===== src/rtl/uart_irq_pkg.sv =====
package uart_irq_pkg;
    localparam int IRQ_W   = 8;
    localparam int B_CTS   = 0;
    localparam int B_RXLV  = 1;
    localparam int B_TXLV  = 2;
    localparam int B_RXTO  = 3;
    localparam int B_FRAME = 4;
    localparam int B_PAR   = 5;
    localparam int B_BRK   = 6;
    localparam int B_OVR   = 7;
    localparam int N_ERR   = 4;

    typedef enum logic [1:0] {
        LV_QUIET   = 2'd0,
        LV_ARMED   = 2'd1,
        LV_PENDING = 2'd2
    } lv_state_t;

    typedef enum logic [1:0] {
        TO_OFF = 2'd0,
        TO_RUN = 2'd1,
        TO_HIT = 2'd2
    } to_state_t;

    // trigger level in entries for a select code; reserved codes use the top level
    function automatic int unsigned trig_level(input logic [2:0] code, input int unsigned depth);
        unique case (code)
            3'd0:    return depth / 8;
            3'd1:    return depth / 4;
            3'd2:    return depth / 2;
            3'd3:    return (depth * 3) / 4;
            default: return (depth * 7) / 8;
        endcase
    endfunction
endpackage


===== src/rtl/uart_irq_level.sv =====
module uart_irq_level
    import uart_irq_pkg::*;
#(
    parameter int DEPTH = 16,
    parameter int CNT_W = $clog2(DEPTH + 1),
    parameter bit IS_TX = 1'b1
) (
    input  logic             clk,
    input  logic             rst_n,
    input  logic             fifo_on,
    input  logic [2:0]       sel,
    input  logic [CNT_W-1:0] count,
    input  logic             clr,
    output logic             pend
);
    lv_state_t        state_q, state_d;
    logic [CNT_W-1:0] lvl;
    logic             cond;

    assign lvl = CNT_W'(trig_level(sel, DEPTH));

    generate
        if (IS_TX) begin : g_tx
            assign cond = fifo_on ? (count <= lvl) : (count == '0);
        end else begin : g_rx
            assign cond = fifo_on ? (count >= lvl) : (count != '0);
        end
    endgenerate

    always_comb begin
        state_d = state_q;
        unique case (state_q)
            LV_QUIET:   if (!cond) state_d = LV_ARMED;
            LV_ARMED:   if (cond)  state_d = LV_PENDING;
            LV_PENDING: begin
                if (!cond)    state_d = LV_ARMED;
                else if (clr) state_d = LV_QUIET;
            end
            default:    state_d = LV_QUIET;
        endcase
    end

    always_ff @(posedge clk or negedge rst_n) begin
        if (!rst_n) state_q <= LV_QUIET;
        else        state_q <= state_d;
    end

    always_comb begin
        pend = (state_q == LV_PENDING);
    end

    // a clear on a pending source drops it at the next edge
    a_r7_clear_drops: assert property (@(posedge clk) disable iff (!rst_n)
        (pend && clr) |=> !pend);
    // losing the condition releases the bit
    a_r3_r4_release: assert property (@(posedge clk) disable iff (!rst_n)
        (pend && !cond) |=> !pend);
    // a bit only rises while its condition held on the previous cycle
    a_r4_rise_needs_cond: assert property (@(posedge clk) disable iff (!rst_n)
        $rose(pend) |-> $past(cond));
endmodule


===== src/rtl/uart_irq_timeout.sv =====
module uart_irq_timeout
    import uart_irq_pkg::*;
#(
    parameter int TO_BITS = 32,
    parameter int TC_W    = $clog2(TO_BITS + 1)
) (
    input  logic clk,
    input  logic rst_n,
    input  logic arm,
    input  logic rx_nonempty,
    input  logic rx_char,
    input  logic tick,
    input  logic clr,
    output logic hit
);
    localparam logic [TC_W-1:0] LAST = TC_W'(TO_BITS - 1);

    to_state_t       state_q, state_d;
    logic [TC_W-1:0] cnt_q, cnt_d;

    always_comb begin
        state_d = state_q;
        cnt_d   = cnt_q;
        unique case (state_q)
            TO_OFF: begin
                cnt_d = '0;
                if (arm && rx_nonempty) state_d = TO_RUN;
            end
            TO_RUN: begin
                if (!arm || !rx_nonempty) begin
                    state_d = TO_OFF;
                    cnt_d   = '0;
                end else if (rx_char) begin
                    cnt_d = '0;
                end else if (tick) begin
                    if (cnt_q == LAST) begin
                        state_d = TO_HIT;
                        cnt_d   = '0;
                    end else begin
                        cnt_d = cnt_q + 1'b1;
                    end
                end
            end
            TO_HIT: begin
                if (!arm || !rx_nonempty) state_d = TO_OFF;
                else if (clr)             state_d = TO_RUN;
                cnt_d = '0;
            end
            default: begin
                state_d = TO_OFF;
                cnt_d   = '0;
            end
        endcase
    end

    always_ff @(posedge clk or negedge rst_n) begin
        if (!rst_n) begin
            state_q <= TO_OFF;
            cnt_q   <= '0;
        end else begin
            state_q <= state_d;
            cnt_q   <= cnt_d;
        end
    end

    always_comb begin
        hit = (state_q == TO_HIT);
    end

    // the timeout can only fire on a bit-period tick
    a_r8_fire_on_tick: assert property (@(posedge clk) disable iff (!rst_n)
        $rose(hit) |-> $past(tick));
    // an empty FIFO ends the timeout at the next edge
    a_r9_empty_ends: assert property (@(posedge clk) disable iff (!rst_n)
        (hit && !rx_nonempty) |=> !hit);
    // the counter never passes the terminal value
    a_r8_cnt_bound: assert property (@(posedge clk) disable iff (!rst_n)
        cnt_q <= LAST);
endmodule


===== src/rtl/uart_irq_ctrl.sv =====
module uart_irq_ctrl
    import uart_irq_pkg::*;
#(
    parameter int DEPTH   = 16,
    parameter int TO_BITS = 32,
    parameter int CNT_W   = $clog2(DEPTH + 1)
) (
    input  logic             clk,
    input  logic             rst_n,
    input  logic             fifo_on,
    input  logic [2:0]       tx_level_sel,
    input  logic [2:0]       rx_level_sel,
    input  logic [CNT_W-1:0] tx_count,
    input  logic [CNT_W-1:0] rx_count,
    input  logic             rx_char_done,
    input  logic             bit_tick,
    input  logic             err_frame,
    input  logic             err_parity,
    input  logic             err_break,
    input  logic             err_overrun,
    input  logic             cts_n,
    input  logic             mask_we,
    input  logic [IRQ_W-1:0] mask_wdata,
    input  logic             clr_we,
    input  logic [IRQ_W-1:0] clr_wdata,
    input  logic             dma_gate_on_err,
    input  logic             rx_dma_req_in,
    output logic             rx_dma_req_out,
    output logic [IRQ_W-1:0] raw_status,
    output logic [IRQ_W-1:0] masked_status,
    output logic             irq
);
    logic [IRQ_W-1:0] mask_q, mask_d, clr_hit;
    logic [N_ERR-1:0] err_in, err_q;
    logic             cts_ref_q, cts_raw_q;
    logic             tx_pend, rx_pend, to_hit;

    assign clr_hit = clr_we ? clr_wdata : '0;
    assign mask_d  = mask_we ? mask_wdata : mask_q;
    assign err_in  = {err_overrun, err_break, err_parity, err_frame};

    always_ff @(posedge clk or negedge rst_n) begin
        if (!rst_n) mask_q <= '0;
        else        mask_q <= mask_d;
    end

    uart_irq_level #(.DEPTH(DEPTH), .CNT_W(CNT_W), .IS_TX(1'b1)) u_txlv (
        .clk(clk), .rst_n(rst_n), .fifo_on(fifo_on), .sel(tx_level_sel),
        .count(tx_count), .clr(clr_hit[B_TXLV]), .pend(tx_pend));

    uart_irq_level #(.DEPTH(DEPTH), .CNT_W(CNT_W), .IS_TX(1'b0)) u_rxlv (
        .clk(clk), .rst_n(rst_n), .fifo_on(fifo_on), .sel(rx_level_sel),
        .count(rx_count), .clr(clr_hit[B_RXLV]), .pend(rx_pend));

    uart_irq_timeout #(.TO_BITS(TO_BITS)) u_to (
        .clk(clk), .rst_n(rst_n), .arm(mask_d[B_RXTO]),
        .rx_nonempty(rx_count != '0), .rx_char(rx_char_done),
        .tick(bit_tick), .clr(clr_hit[B_RXTO]), .hit(to_hit));

    genvar gi;
    generate
        for (gi = 0; gi < N_ERR; gi++) begin : g_err
            always_ff @(posedge clk or negedge rst_n) begin
                if (!rst_n)                    err_q[gi] <= 1'b0;
                else if (err_in[gi])           err_q[gi] <= 1'b1;
                else if (clr_hit[B_FRAME + gi]) err_q[gi] <= 1'b0;
            end
        end
    endgenerate

    always_ff @(posedge clk or negedge rst_n) begin
        if (!rst_n) begin
            cts_ref_q <= 1'b1;
            cts_raw_q <= 1'b0;
        end else begin
            cts_ref_q <= cts_n;
            if (cts_n != cts_ref_q)  cts_raw_q <= 1'b1;
            else if (clr_hit[B_CTS]) cts_raw_q <= 1'b0;
        end
    end

    always_comb begin
        raw_status          = '0;
        raw_status[B_CTS]   = cts_raw_q;
        raw_status[B_RXLV]  = rx_pend;
        raw_status[B_TXLV]  = tx_pend;
        raw_status[B_RXTO]  = to_hit;
        raw_status[B_OVR:B_FRAME] = err_q;
        masked_status  = raw_status & mask_q;
        irq            = |masked_status;
        rx_dma_req_out = rx_dma_req_in & ~(dma_gate_on_err & (|err_q));
    end

    // an error pulse always lands in its raw bit
    a_r10_err_set: assert property (@(posedge clk) disable iff (!rst_n)
        err_frame |=> raw_status[B_FRAME]);
    // clearing a parity error without a new pulse removes it
    a_r7_err_clear: assert property (@(posedge clk) disable iff (!rst_n)
        (clr_we && clr_wdata[B_PAR] && !err_parity) |=> !raw_status[B_PAR]);
    // the timeout bit is never set while its mask bit is off
    a_r9_to_needs_mask: assert property (@(posedge clk) disable iff (!rst_n)
        raw_status[B_RXTO] |-> mask_q[B_RXTO]);
    // a CTS change is recorded
    a_r11_cts_edge: assert property (@(posedge clk) disable iff (!rst_n)
        (cts_n != $past(cts_n)) |=> raw_status[B_CTS]);
    // gated DMA never passes while an error bit is set
    a_r12_dma_gate: assert property (@(posedge clk) disable iff (!rst_n)
        (dma_gate_on_err && (|raw_status[B_OVR:B_FRAME])) |-> !rx_dma_req_out);
endmodule


===== config.mk =====
export PLATFORM = sky130hd
export DESIGN_NAME = uart_irq_ctrl
export DESIGN_NICKNAME = d
export VERILOG_FILES = /design/src/rtl/uart_irq_pkg.sv /design/src/rtl/uart_irq_level.sv /design/src/rtl/uart_irq_timeout.sv /design/src/rtl/uart_irq_ctrl.sv
export SDC_FILE = /design/constraint.sdc
export NUM_CORES = 1
export LEC_CHECK = 0
export ABC_AREA = 1
export CORE_MARGIN = 2
export CORE_UTILIZATION = 62
export CTS_BUF_LIST = sky130_fd_sc_hd__clkbuf_4 sky130_fd_sc_hd__clkbuf_8 sky130_fd_sc_hd__clkbuf_16
export CTS_CLUSTER_DIAMETER = 150
export DETAILED_ROUTE_END_ITERATION = 10
export DONT_BUFFER_PORTS = 1
export PLACE_DENSITY = 0.76
export RECOVER_POWER = 100
export SLEW_MARGIN = 20
export SYNTH_ARGS = -nofsm -noshare
export SYNTH_HDL_FRONTEND = slang
export SYNTH_HIERARCHICAL = 1
export SYNTH_SLANG_ARGS = --single-unit

===== constraint.sdc =====
create_clock -name clk -period 1.32 [get_ports clk]
set_input_delay 0.396 -clock clk [delete_from_list [all_inputs] [get_ports clk]]
set_output_delay 0.396 -clock clk [all_outputs]
set_load 0.005 [all_outputs]

== Word level (Yosys, flattened, before mapping) ==
Cells that the tools add are included.

* Multiplexer cells: 39
* Reductions and logical operators: 21
* Order comparisons: 2
* Equality and inequality tests: 26
* $add $sub $neg: 1
* Bitwise logic cells: 4

{| class="wikitable"
|+ Operator list
! operator !! number
|-
| 4-bit case mux with 4 select lines || 2
|-
| 2-bit 2-to-1 mux || 15
|-
| 6-bit 2-to-1 mux || 5
|-
| 2-bit case mux with 3 select lines || 3
|-
| 3-bit by 2-bit equality test with 1-bit output (second input constant) || 4
|-
| 1-bit 2-to-1 mux || 12
|-
| 2-bit nonzero test || 5
|-
| 3-bit by 2-bit != test with 1-bit output (second input constant) || 3
|-
| 8-bit bitwise AND || 1
|-
| 8-bit 2-to-1 mux || 1
|-
| 8-bit OR reduction || 1
|-
| 6-bit by 1-bit adder with 6-bit output (second input constant) || 1
|-
| 2-bit by 1-bit equality test with 1-bit output (second input constant) || 3
|-
| 2-bit equality test (second input constant) || 3
|-
| 3-bit by 1-bit equality test with 1-bit output (second input constant) || 2
|-
| 6-bit by 5-bit equality test with 1-bit output (second input constant) || 1
|-
| 2-bit zero test || 3
|-
| 3-bit zero test || 2
|-
| 2-bit by 1-bit != test with 1-bit output (second input constant) || 3
|-
| 3-bit != test (second input constant) || 2
|-
| 3-bit AND reduction || 2
|-
| 5-bit by 4-bit greater-or-equal comparator with 1-bit output || 1
|-
| 5-bit by 4-bit <= comparator with 1-bit output || 1
|-
| 5-bit zero test || 1
|-
| other kinds (13) || 16
|}

* Word-level logic and storage cells: 105
* Register bits after elaboration: 26
* Output and inout bits: 18

== Logic depth before layout (Yosys ltp) ==
Gate-level depths: netlist (run 1).

* Depth in word-level cells: 6
* Depth in mapped cells: 11
* Mapped depth without buffers: 10

== Modules after synthesis ==
The synthesis (run 1) kept the hierarchy.

{| class="wikitable"
|+ Modules (own cells, without submodules)
! module !! cells each !! area each (um^2) !! instances !! seq. area each (um^2)
|-
| uart_irq_ctrl || 93 || 704.4 || 1 || 351.6
|-
| uart_irq_timeout || 67 || 511.7 || 1 || 200.2
|-
| uart_irq_level at u_txlv || 40 || 236.5 || 1 || 50.0
|-
| uart_irq_level at u_rxlv || 35 || 224.0 || 1 || 50.0
|}

== Worst setup path before layout (run 1) ==
No wires, ideal clock.

* Path kind: input-to-reg
* From: in mask_we
* To: reg u_to.cnt_q[5]
* Arrival time: 1.259 ns
* Library setup time: 0.113 ns
* Stages on the path: 9
* Data required time: 1.207 ns
* Slack: -0.052 ns
* Cells stage by stage: buf_6 o21ai_0 nand2_2 nor2_2 nand2_2 nand3_2 nand2_1 nand2_1 inv_1

* Longest elaborated chain between the ends: 5
* Elaborated cells on any way between the ends: 6

{| class="wikitable"
|+ RTL lines
! item !! line !! RTL
|-
| from (decl) || uart_irq_ctrl.sv:22 || <nowiki>input logic mask_we,</nowiki>
|-
| 4-bit 2-to-1 mux * || uart_irq_ctrl.sv:39 || <nowiki>assign mask_d = mask_we ? mask_wdata : mask_q;</nowiki>
|-
| via mask_d[3] || uart_irq_ctrl.sv:33 || <nowiki>logic [IRQ_W-1:0] mask_q, mask_d, clr_hit;</nowiki>
|-
| 1-bit zero test * || uart_irq_timeout.sv:30 || <nowiki>if (!arm || !rx_nonempty) begin</nowiki>
|-
| 1-bit logical OR * || uart_irq_timeout.sv:30 ||
|-
| 6-bit 2-to-1 mux || uart_irq_timeout.sv:30 ||
|-
| 6-bit 2-to-1 mux || uart_irq_timeout.sv:24 || <nowiki>unique case (state_q)</nowiki>
|-
| to (signal assigned) || uart_irq_timeout.sv:62 || <nowiki>cnt_q <= cnt_d;</nowiki>
|-
| to (decl) || uart_irq_timeout.sv:19 || <nowiki>logic [TC_W-1:0] cnt_q, cnt_d;</nowiki>
|}

The timed path passes the listed nets; every way through them passes the cells marked *.
A chain may end at the register's enable or synchronous reset.

== Worst setup path in the final report (run 1) ==
* From: reg u_rxlv.state_q[1]
* To: out irq

* Longest elaborated chain between the ends: 3

{| class="wikitable"
|+ RTL lines
! item !! line !! RTL
|-
| from (decl) || uart_irq_level.sv:16 || <nowiki>lv_state_t state_q, state_d;</nowiki>
|-
| from (signal assigned) || uart_irq_level.sv:45 || <nowiki>else state_q <= state_d;</nowiki>
|-
| 2-bit equality test || uart_irq_level.sv:49 || <nowiki>pend = (state_q == LV_PENDING);</nowiki>
|-
| 8-bit bitwise AND || uart_irq_ctrl.sv:89 || <nowiki>masked_status = raw_status & mask_q;</nowiki>
|-
| 8-bit OR reduction || uart_irq_ctrl.sv:90 || <nowiki>irq = |masked_status;</nowiki>
|-
| to (decl) || uart_irq_ctrl.sv:31 || <nowiki>output logic irq</nowiki>
|}

No other way between the ends.

==> flow_summary.yaml, run 1 <==
hold_path:
  hp-start: "cts_n"
  worstHoldPathCells: 0
  hp-class: "input pin to flop"
  worstHoldEndpoint: "cts_ref_q"
timing:
  worst_pin_slew_ns: 0.637
  setup_violations: 17
  tns_ns: -1.96
  final_max_slew_viol_count: 0
  rsz0062_at_grt: "true"
  hold_viol: 0
  finClkSkew_ns: 0.00498
  hold_slack_ns: 0.0609
  period_minus_slack_ns: 1.57
  worst_slack_ns: -0.254
  max_freq_mhz: 635
  slew_headroom: 0.575
  post-route-period-util: 1.19
place:
  io_buffers: 0
  place_area_um2: 1720
  pre_cts_ws_ns: -0.0230
  dp_hpwl_mm: 2.66
  gp_congestion: 0.775
logic_synthesis:
  syn_area_um2: 1680
  yosysSeqAreaShare: 0.389
  synth-edff-count: 0
  ys.flop_type: "dfrtp_1"
  syn-num-nets: 288
  async_flop_share: 1.00
  yosysWarnings: 6
  postSynthAreaPerCell_um2: 7.13
  synth_seq_cells: 26
  synth_cell_types: 29
  synth.area.top_cells: "dfrtp_1, nand2_1, inv_1, nor2_1, ha_1"
  synth_top_cell_by_area: "dfrtp_1"
  syn_inst: 235
  synth_top_area_frac: 0.373
route:
  drt-pass1-iter-count: 4
  drtAntennaViolNets: 0
  routed-via-count: 1446
  drtIter0Drc: 37
  drc: 0
  vias_per_cell: 5.15
  wire_per_inst_um: 12.9
  drt-total-wl_mm: 3.63
global_routing:
  antenna_found_initial: 0
  grt_pass1_wl_mm: 5.89
  grt_usage: 0.234
  gr-total-overflow: 0
  grt_pass1_vias: 1482
  grt_max_degree: 27
clock_network:
  insertion_delay_ns: 0.32
  cts_root_buf: "clkbuf_4"
  htreeDepth: 1
  cts_buffers: 3
  cts_buffer_depth: 2
  cts.clk_slew.worst_paths_ns: 0.14
  cts.sinks: 26
  cts_tree: "yes"
power_and_ir_drop:
  p_total_mw: 1.71
  leakagePower_nw: 1.07
  ir_worst_vdd_mv: 0.800
  p_comb_frac: 0.238
  p_sw_mw: 0.499
  internal_power_mw: 1.21
  powerDensity_nw_per_um2: 876
  power.share.switching: 0.292
  power_frac_seq: 0.530
  p_clk_frac: 0.232
die:
  die_w_um: 56
  dieArea_um2: 3140
  core_area_um2: 2520
  start_util: 0.665
  die_h_um: 56
  io_pins: 64
  fp-row-count: 18
critical_path:
  crit_arrival_ns: 1.18
  startpoint_type: "flop"
  critPathMaxFanout: 2
  cp.required_ns: 0.92
  critPathKind: "flop to output pin"
  r2r_start: "mask_q[3]"
  r2r-end: "u_to/cnt_q[5]"
  rrSetupSlack_ns: -0.15
  endpoint_kind: "output pin"
  r2r_cells: 9
cells_and_area:
  nNetsFinal: 305
  fin_area_um2: 1950
  syn_to_final_growth_pct: 16.3
  antenna_cells: 0
  drive_gt1_frac: 0.271
run_status:
  violations: "negative setup slack"
  status: "finished with violations"
run:
  cap_violations: 0
power groups by stage:
| stage | Combinational (mW) | Clock, mW | Sequential [mW] |
|---|---|---|---|
| 2_1_floorplan | 0.266 | 0 | 0.902 |
| 6_report | 0.406 | 0.396 | 0.905 |
| 5_1_grt | 0.464 | 0.439 | 0.912 |
| 3_3_place_gp | 0.296 | 0 | 0.908 |
| 3_5_place_dp | 0.314 | 0 | 0.911 |
| 4_1_cts | 0.376 | 0.412 | 0.898 |
kinds of logic (layout without fill, tap and decap cells):
family	Yosys count	after routing	synth area share
AOI/OAI and AO/OA	23	23	0.0866
xor gates and xnor gates	4	4	0.0209
adders and majority gates	7	7	0.0522
buffers and inverters	56	72	0.140
DFF	26	26	0.389
muxes	1	1	0.00597
and+or+nand+nor	118	118	0.305
final cells by class:
cell class                      instances  area, um^2
Sequential cell                        26         652
Inverter                               49         184
Timing Repair Buffer                   19         161
Multi-Input combinational cell        153         878
Clock buffer                            4        36.3
Fill cell                             181         573
Tap cell                               30        37.5
how the worst max path moves through the flow:
stage,endpoint,start,slack [ns],depth (start not counted)
2_1_floorplan,u_to/cnt_q[5],mask_we,0.02,9
3_3_place_gp,u_to/cnt_q[5],rx_count[3],0.03,10
3_5_place_dp,u_txlv/state_q[1],tx_level_sel[2],-0.02,10
4_1_cts,irq,u_to/state_q[1],-0.25,6
5_1_grt,irq,u_to/state_q[0],-0.30,7
6_report,irq,u_rxlv/state_q[1],-0.25,6
cells in the final DEF, fill, tap and decap left out, drive strengths merged, types with 5 or more instances in the layout:
master / instances
nand2: 73
o21ai: 9
inv: 49
a21oi: 5
buf: 17
nand3: 6
dfrtp: 25
clkbuf: 5
a21o: 5
ha: 7
nor2: 34
layer usage:
metal	global-route usage	part of all wire	vias up
li1	-	-	735
met1	0.243	0.37	656
met2	0.437	0.55	51
met3	0.0628	0.069	4
met4	0.0986	0.012	0
met5	0	0	-
stage by stage:
step / cells / util
2_1_floorplan: 235 / -
3_3_place_gp: 266 / 0.683
3_5_place_dp: 266 / 0.683
4_1_cts: 276 / 0.732
5_1_grt: 281 / 0.773
6_report: 281 / 0.773
critical path, stage by stage (launching register included):
cell	delay, ns
dfrtp_1	0.42
inv_2	0.08
nor2_4	0.05
nand2_2	0.06
nand2_1	0.06
nor2_1	0.10
nand2_1	0.08
registers in the layout, indices dropped and copies added, names as in the netlist:
| register | count |
|---|---|
| cts_raw_q | 1 |
| cts_ref_q | 1 |
| mask_q | 8 |
| raw_status | 4 |
| u_rxlv/state_q | 2 |
| u_to/cnt_q | 6 |
| u_to/state_q | 2 |
| u_txlv/state_q | 2 |
cells in the mapped netlist (all sizes together), types with 3 or more instances:
library cell / number
nor3: 3
a21oi: 5
inv: 48
o21bai: 3
a21o: 5
nand2: 73
dfrtp: 25
o21ai: 9
nor2: 34
buf: 7
ha: 7
nand3: 6
what timing repair did:
item | CTS | global route
pin swaps | 11 | 11
buffers inserted | 4 | 5
hold buffers | 2 | 0
cloned | 0 | 0
endpoints found under the hold margin | 26 | 0
setup endpoints to repair | 13 | 21
resized for setup | 12 | 29
No activity file was read; power rests on OpenSTA's default activity.
==> inputs of run 2 (changes only) <==
ABC_AREA = 0   (was 1)
CORE_UTILIZATION = 61   (was 62)
PLACE_DENSITY = 0.75   (was 0.76)
==> flow_summary.yaml, run 2 <==
logic_synthesis:
  syn_area_um2: 1450
  postSynthAreaPerCell_um2: 10.0
  synth_commonest_cells: "dfrtp_1, nor2_1, nand2_1"
  syn_inst: 145
  synth_seq_cells: 26
  synth_top_cell_by_area: "dfrtp_1"
  yosysSeqAreaShare: 0.449
  synth_cell_types: 41
  synth_top_area_frac: 0.431
  ys.flop_type: "dfrtp_1"
  async_flop_share: 1.00
  yosysWarnings: 6
  synth.most_common_cell: "dfrtp_1"
  synth-edff-count: 0
  synth.area.top_cells: "dfrtp_1, mux2_2, ha_1, and2_1, nor2_1"
  syn-num-nets: 198
clock_network:
  cts_buffer_depth: 2
  cts_buffers: 3
  cts_tree: "yes"
  cts.sinks: 26
  cts.clk_slew.worst_paths_ns: 0.15
  htreeDepth: 1
  cts_root_buf: "clkbuf_4"
  insertion_delay_ns: 0.34
die:
  die_w_um: 52.8
  io_pins: 64
  start_util: 0.650
  die_h_um: 52.8
  core_area_um2: 2230
  fp-row-count: 17
  dieArea_um2: 2790
run_status:
  violations: "negative setup slack"
  status: "finished with violations"
power_and_ir_drop:
  p_comb_frac: 0.296
  powerDensity_nw_per_um2: 904
  ir_worst_vdd_mv: 0.919
  p_sw_mw: 0.520
  power.share.switching: 0.277
  leakagePower_nw: 0.941
  internal_power_mw: 1.36
  power_frac_seq: 0.484
  p_clk_frac: 0.220
route:
  drtAntennaViolNets: 0
  vias_per_cell: 6.75
  routed-via-count: 1498
  drc: 0
  wire_per_inst_um: 25.6
  drt-total-wl_mm: 5.68
  drt-pass1-iter-count: 4
  drtIter0Drc: 52
timing:
  worst_pin_slew_ns: 0.658
  rsz0062_at_grt: "true"
  max_freq_mhz: 409
  period_minus_slack_ns: 2.44
  finClkSkew_ns: 0.0135
  post-route-period-util: 1.85
  worst_slack_ns: -1.12
  hold_slack_ns: 0.0327
  hold_viol: 0
  tns_ns: -6.45
  final_max_slew_viol_count: 0
  setup_violations: 25
  slew_headroom: 0.561
place:
  gp_congestion: 0.795
  io_buffers: 0
  pre_cts_ws_ns: -0.622
  place_area_um2: 1700
  dp_cells: 196
  dp_hpwl_mm: 2.66
hold_path:
  hp-class: "input pin to flop"
critical_path:
  crit_arrival_ns: 2.05
  critPathMaxFanout: 2
  critPathKind: "flop to output pin"
  startpoint_type: "flop"
  cp.required_ns: 0.92
  endpoint_kind: "output pin"
cells_and_area:
  nNetsFinal: 247
  final-seq-area_um2: 653
  syn_to_final_growth_pct: 42.8
  fin_area_um2: 2070
  fillCellCount: 71
  largest_reg_flops: 8
  drive_gt1_frac: 0.482
  mostFrequentLayoutCell: "dfrtp_1"
  largest-register: "mask_q"
  multiInputGateArea_um2: 870
  final_cell_mix: "dfrtp_1, buf_6, buf_4"
  final_cells: 222
global_routing:
  grt_pass1_wl_mm: 6.97
  gr-total-overflow: 0
  grt_usage: 0.365
  grt_pass1_vias: 1463
  grt_max_degree: 27
  antenna_found_initial: 1
run:
  cap_violations: 0
run 2: cell count changes in the layout (fill, tap and decap cells not counted), moves of 11 or more:
cell | before | now
nand2_1 | 59 | 10
buf_6 | 5 | 21
nand2_2 | 13 | 1
nor2_1 | 23 | 11
inv_2 | 12 | 1
inv_1 | 37 | 4
run 2: final timing paths:
path / start / end / slack, ns / cells past startpoint
worst max-delay path: u_to/state_q[1] / irq / -1.12 / 5
worst min-delay path: cts_n / cts_ref_q / 0.03 / 0
worst max register to register: mask_q[3] / u_to/cnt_q[4] / -0.25 / 7
worst min register to register: mask_q[6] / mask_q[6] / 0.54 / 1
max in group asynchronous: rst_n / u_to/cnt_q[3] / 0.23 / 2
min in group asynchronous: rst_n / u_to/state_q[0] / 0.61 / 2
run 2: kinds of logic after synthesis:
group	after synthesis	share of synthesized area
fa+ha+maj	7	0.0603
buf+inv	12	0.0422
mux	10	0.0758
xor+xnor	4	0.0241
flops	26	0.449
compound gates	23	0.111
simple gates	63	0.238
run 2: what timing repair did:
action                                  in CTS  in global routing
hold buffers                                 2                  0
pin swaps                                   14                  7
gates resized for setup                     42                 15
setup buffers                               15                 11
hold endpoints to repair                    26                  0
endpoints found under the setup margin      19                 24
gates cloned                                 0                  0
run 2: power groups by stage:
stage               Sequential, mW  Clock, mW  Combinational, mW
global route                 0.910      0.446              0.586
detailed placement           0.901          0              0.336
floorplan                    0.903          0              0.208
finish                       0.907      0.413              0.555
CTS                          0.892      0.411              0.509
global placement             0.893          0              0.319
run 2: critical path, stage by stage, from the launching register on:
cell and delay [ns]:
dfrtp_1 0.44, inv_2 0.10, nor2_2 0.06, and2_4 0.15, or4_4 0.53, or4_4 0.44
run 2: through the flow:
step	power (mW)	util
global route	1.94	0.929
CTS	1.81	0.903
finish	1.88	0.929
detailed placement	1.24	0.759
floorplan	1.11	-
global placement	1.21	0.759
run 2: cell type report:
class | count | area share
multi-input combinational | 107 | 0.419
sequential | 26 | 0.315
timing repair buffer | 51 | 0.221
clock buffer | 4 | 0.0175
tap | 28 | 0.0169
inverter | 5 | 0.00905
antenna | 1 | 0.00121
run 2: routing by layer:
layer / vias to the layer above / global-route usage / wire length [um]
met1: 689 / 0.349 / 1850
met2: 148 / 0.677 / 2770
li1: 606 / - / -
met3: 55 / 0.106 / 594
met4: 0 / 0.218 / 464
met5: - / 0 / 0
